<file path="src/rtl/fp_csr_unit.sv">
module fp_csr_unit #(
  parameter logic [31:0] IMPL_ID = 32'h0000_0A30
) (
  input  logic        clk,
  input  logic        rst_n,
  input  logic        wr_en,
  input  logic [4:0]  wr_idx,
  input  logic [31:0] wr_data,
  input  logic [4:0]  rd_idx,
  output logic [31:0] rd_data,
  input  logic        op_valid,
  input  logic [5:0]  op_status,
  output logic [31:0] csr_q,
  output logic [1:0]  round_mode,
  output logic        flush_zero,
  output logic        trap
);
  localparam logic [4:0] IX_IMPL = 5'd0;
  localparam logic [4:0] IX_COND = 5'd25;
  localparam logic [4:0] IX_EXC  = 5'd26;
  localparam logic [4:0] IX_ENA  = 5'd28;
  localparam logic [4:0] IX_FULL = 5'd31;
  localparam logic [31:0] ZERO_MASK = 32'h007C_0000;
  localparam logic [31:0] EXC_MASK  = 32'h0003_F07C;
  localparam logic [31:0] ENA_MASK  = 32'h0000_0F83;

  logic [31:0] csr, csr_n;
  logic        trap_n;
  logic        wr_ok;

  assign wr_ok = wr_en & ~op_valid;

  always_comb begin
    csr_n  = csr;
    trap_n = 1'b0;
    if (op_valid) begin
      csr_n[17:12] = op_status;
      csr_n[6:2]   = csr[6:2] | op_status[4:0];
      trap_n       = (|(op_status[4:0] & csr[11:7])) | op_status[5];
    end else if (wr_ok) begin
      case (wr_idx)
        IX_COND: begin
          csr_n[23]    = wr_data[0];
          csr_n[31:25] = wr_data[7:1];
        end
        IX_EXC: begin
          csr_n  = (csr & ~EXC_MASK) | (wr_data & EXC_MASK);
          trap_n = (|(wr_data[16:12] & csr[11:7])) | wr_data[17];
        end
        IX_ENA: begin
          csr_n     = (csr & ~ENA_MASK) | (wr_data & ENA_MASK);
          csr_n[24] = wr_data[2];
        end
        IX_FULL: csr_n = wr_data & ~ZERO_MASK;
        default: ;
      endcase
    end
  end

  always_ff @(posedge clk) begin
    if (!rst_n) begin
      csr  <= '0;
      trap <= 1'b0;
    end else begin
      csr  <= csr_n;
      trap <= trap_n;
    end
  end

  always_comb begin
    case (rd_idx)
      IX_IMPL: rd_data = IMPL_ID;
      IX_COND: rd_data = {24'd0, csr[31:25], csr[23]};
      IX_EXC:  rd_data = csr & EXC_MASK;
      IX_ENA:  rd_data = (csr & ENA_MASK) | {29'd0, csr[24], 2'b00};
      IX_FULL: rd_data = csr & ~ZERO_MASK;
      default: rd_data = '0;
    endcase
  end

  assign csr_q      = csr;
  assign round_mode = csr[1:0];
  assign flush_zero = csr[24];

  p_zero_bits_r3: assert property (@(posedge clk) disable iff (!rst_n)
    csr_q[22:18] == 5'd0);

  p_cause_load_r9: assert property (@(posedge clk) disable iff (!rst_n)
    op_valid |=> csr_q[17:12] == $past(op_status));

  p_unimpl_trap_r10: assert property (@(posedge clk) disable iff (!rst_n)
    (op_valid && op_status[5]) |=> trap);

  p_flags_sticky_r11: assert property (@(posedge clk) disable iff (!rst_n)
    (!wr_en || op_valid) |=> (($past(csr_q[6:2]) & ~csr_q[6:2]) == 5'd0));

  p_impl_ro_r2: assert property (@(posedge clk) disable iff (!rst_n)
    (wr_en && !op_valid && wr_idx == IX_IMPL) |=> $stable(csr_q));

  p_other_idx_r14: assert property (@(posedge clk) disable iff (!rst_n)
    (wr_en && !op_valid && wr_idx != IX_COND && wr_idx != IX_EXC &&
     wr_idx != IX_ENA && wr_idx != IX_FULL) |=> $stable(csr_q));

  p_no_trap_idle_r10: assert property (@(posedge clk) disable iff (!rst_n)
    (!op_valid && !wr_en) |=> !trap);
endmodule

</file>
<file path="config.mk">
export PLATFORM = sky130hd
export DESIGN_NAME = fp_csr_unit
export DESIGN_NICKNAME = d
export VERILOG_FILES = /design/src/rtl/fp_csr_unit.sv
export SDC_FILE = /design/constraint.sdc
export NUM_CORES = 1
export LEC_CHECK = 0
export ABC_CLOCK_PERIOD_IN_PS = 2300
export BUFFER_PORTS_ARGS = -buffer_cell sky130_fd_sc_hd__buf_2
export CORE_MARGIN = 5
export CORE_UTILIZATION = 32
export DETAILED_ROUTE_END_ITERATION = 16
export PLACE_DENSITY_LB_ADDON = 0.2
export RECOVER_POWER = 100
export SETUP_SLACK_MARGIN = 0.5
export SYNTH_ARGS = -nofsm -noshare
export SYNTH_HDL_FRONTEND = slang
export SYNTH_SLANG_ARGS = --single-unit
</file>
<file path="constraint.sdc">
create_clock -name clk -period 2.3 [get_ports clk]
set_input_delay 0.115 -clock clk [delete_from_list [all_inputs] [get_ports clk]]
set_output_delay 0.115 -clock clk [all_outputs]
set_load 0.01 [all_outputs]
</file>
==> metrics.txt <==
outcome=completed; DR WL met2=~3000 µm; via/cell ratio=about 5; Final Non-Filler Cells=399; layout cell share with drive strength beyond 1=between 20% and 30%; highest routed layer=met4; per-cell routed wire length=around 17 µm; Pleak=0.00105 µW; Gate Count Post-Synth=224; Hold/Removal Path Class=primary input to flop; antenna violations before repair=0; Tmin final=1640 ps; CP Data Arrival Time=between 1500 and 2000 ps; Main synth FF type=dfxtp_1; endpoint class of the critical path=flop; Power Total=around 1300 µW; placed insts=roughly 400; Logic pwr share=roughly 17%; sequential power share=~48%; Total GRT Usage=between 10% and 20%; vias=slightly above 2000; met3 WL=about 690 µm; f_max=0.610 GHz; port buffer count=around 110; Syn Area/Cell=around 8.9 µm²; ANT cells=0; pwr dens=~500 nW/µm²; CTS tree=built; CP Launch Type=primary input; worst IR drop on VDD=roughly 0.00022 V; TritonCTS Buffers=5; final instance area=2470 µm²; Worst-Margin Slew=approximately 640 ps; largest area contributor in the netlist=dfxtp_1; max_slew headroom=a little under three fifths; Yosys top cell area share=roughly a third; crit-path max cell delay=~590 ps; Post-DRT Antenna Nets=0; die extent in x=approximately 89 µm; DRC=0; initial core utilization=about a third; Layout Nets=approximately 380; Clock Tree Root=clkbuf_8; post_cts resized=0; postcts setup bufs=0; setup slack after layout=661 ps; Rows=28; commonest non-fill, non-tap cell in the layout=clkbuf_1; DP HPWL=between 5000 and 6000 µm; Area Overhead vs Synth=24.6%; IO Count=120; GR Overflow Total=0; Post-CTS Hold Buffers=0; CTS sink count=33; Longest Clk Path Bufs=2; max cap viols=0; Req. time, crit path=about 2500 ps; commonest non-fill, non-tap cells in the layout=clkbuf_1, buf_2, dfxtp_1; Synth cell types=45; Max Slew Vio Count=0; largest net degree at the start of global routing=14; Sw Ratio=about 29%; core area=5990 µm²; Final Setup Violations=0; Async S/R FF share, synth=0%; final WL=between 6000 and 7000 µm; 1st-iter DRT viols=roughly 110; Yosys reg bits=33; fill cell count=about 660; first-pass GRT wire length=9750 µm; clock skew=0.418 ps; die area=7880 µm²; RePlAce Congestion=between 0.8 and 0.9; Synth area leaders=dfxtp_1, and2_1, mux2i_1; Yosys warnings=0; P_sw=~360 µW; Met1 Wirelength=~2900 µm; die height=between 80 and 90 µm; critical path, cell by cell=clkbuf_1 -> nand4b_1 -> nor2_1 -> o21ai_0 -> o311a_1; Pint=about 890 µW; worst skew pair latency=about 280 ps; Worst-path clk slew=70 ps; vias in the first global route=between 1500 and 2000; RSZ-0062 raised after global routing=no; Netlist Area Pre-Place=about 2000 µm²; crit path max fanout=11; Setup TNS=0 ps; H-Tree Depth=2; number of synthesized flops with an enable pin=0; Crit Path Category=primary input to flop; Clock Power Share=around a third; Final Hold Fails=0; placed inst area=about 2500 µm²; fin crit share=between 70% and 80%; 1st-pass router iterations=5; pre-CTS WS=between 700 and 800 ps; sequential share of the synthesized area=roughly 33%; CP max-delay cell=nor2_1
## power groups by stage
stage / Sequential [µW] / Clock, µW / Combinational, µW
finish: 605 / 432 / 217
global route: 608 / 472 / 240
CTS: 605 / 442 / 229
detailed placement: 618 / 0 / 229
global placement: 618 / 0 / 227
floorplan: 624 / 0 / 134
## synth_stat cells (2+ instances only)
| library cell | instances |
|---|---|
| a22o_1 | 5 |
| buf_4 | 10 |
| mux2i_1 | 11 |
| o21a_1 | 2 |
| a221o_1 | 2 |
| a21oi_1 | 13 |
| a21o_1 | 2 |
| buf_6 | 4 |
| o311a_1 | 5 |
| xnor2_1 | 3 |
| clkbuf_1 | 4 |
| nor2_1 | 12 |
| a31oi_1 | 3 |
| nand2_1 | 13 |
| inv_1 | 3 |
| buf_2 | 3 |
| and3_1 | 4 |
| o21ai_1 | 5 |
| dfxtp_1 | 33 |
| a22oi_1 | 5 |
| nand3_1 | 4 |
| o21ai_0 | 15 |
| and2_1 | 31 |
| a221oi_1 | 9 |
| xnor2_2 | 2 |
| o31a_1 | 2 |
## layout make-up
| class | instances | area, µm² | area share [%] |
|---|---|---|---|
| clock inverters | 2 | 10.0 | 0.405 |
| repair buffers | 110 | 479 | 19.4 |
| clock buffers | 6 | 72.6 | 2.94 |
| inverters | 3 | 11.3 | 0.455 |
| flip-flops and latches | 33 | 661 | 26.7 |
| multi-input cells | 170 | 1140 | 46.3 |
| well taps | 75 | 93.8 | 3.80 |
## kinds of logic (layout without fill, tap and decap cells)
family	Yosys count	count (layout)	share of synthesized area, %
AO/OA/AOI/OAI	73	73	26.3
XOR/XNOR	6	6	3.41
buffers and inverters	25	121	8.38
flip-flops	33	33	33.3
multiplexers	11	11	5.55
other	1	5	0.189
AND/OR/NAND/NOR	75	75	22.9
## critical path: cells and delay by family
kind | cells | cell delay, ps
buffers and inverters | 1 | 420
AO/OA/AOI/OAI | 2 | 340
AND/OR/NAND/NOR | 2 | 940
## layer usage
layer	GRT usage [%]	up-vias
li1	-	1009
met1	22.0	929
met2	25.9	95
met3	4.47	5
met4	2.88	0
met5	0	-
## metrics by stage
step	hold slack, ps	util, %
3_3_place_gp	346	41.6
4_1_cts	68.1	43.0
2_1_floorplan	253	-
5_1_grt	71.1	41.3
6_report	69.5	41.3
3_5_place_dp	362	41.6
## worst paths after layout
path / start / endpoint / slack, ps / depth (start not counted)
worst min register to register: flop / flop / 460 / 1
worst max register to register: csr_q[17] / csr_q[17] / 1230 / 4
worst min-delay path: wr_data[9] / flop / 70 / 3
worst max-delay path: wr_idx[2] / csr_q[2] / 660 / 5
No activity file was read; power rests on OpenSTA's default activity.
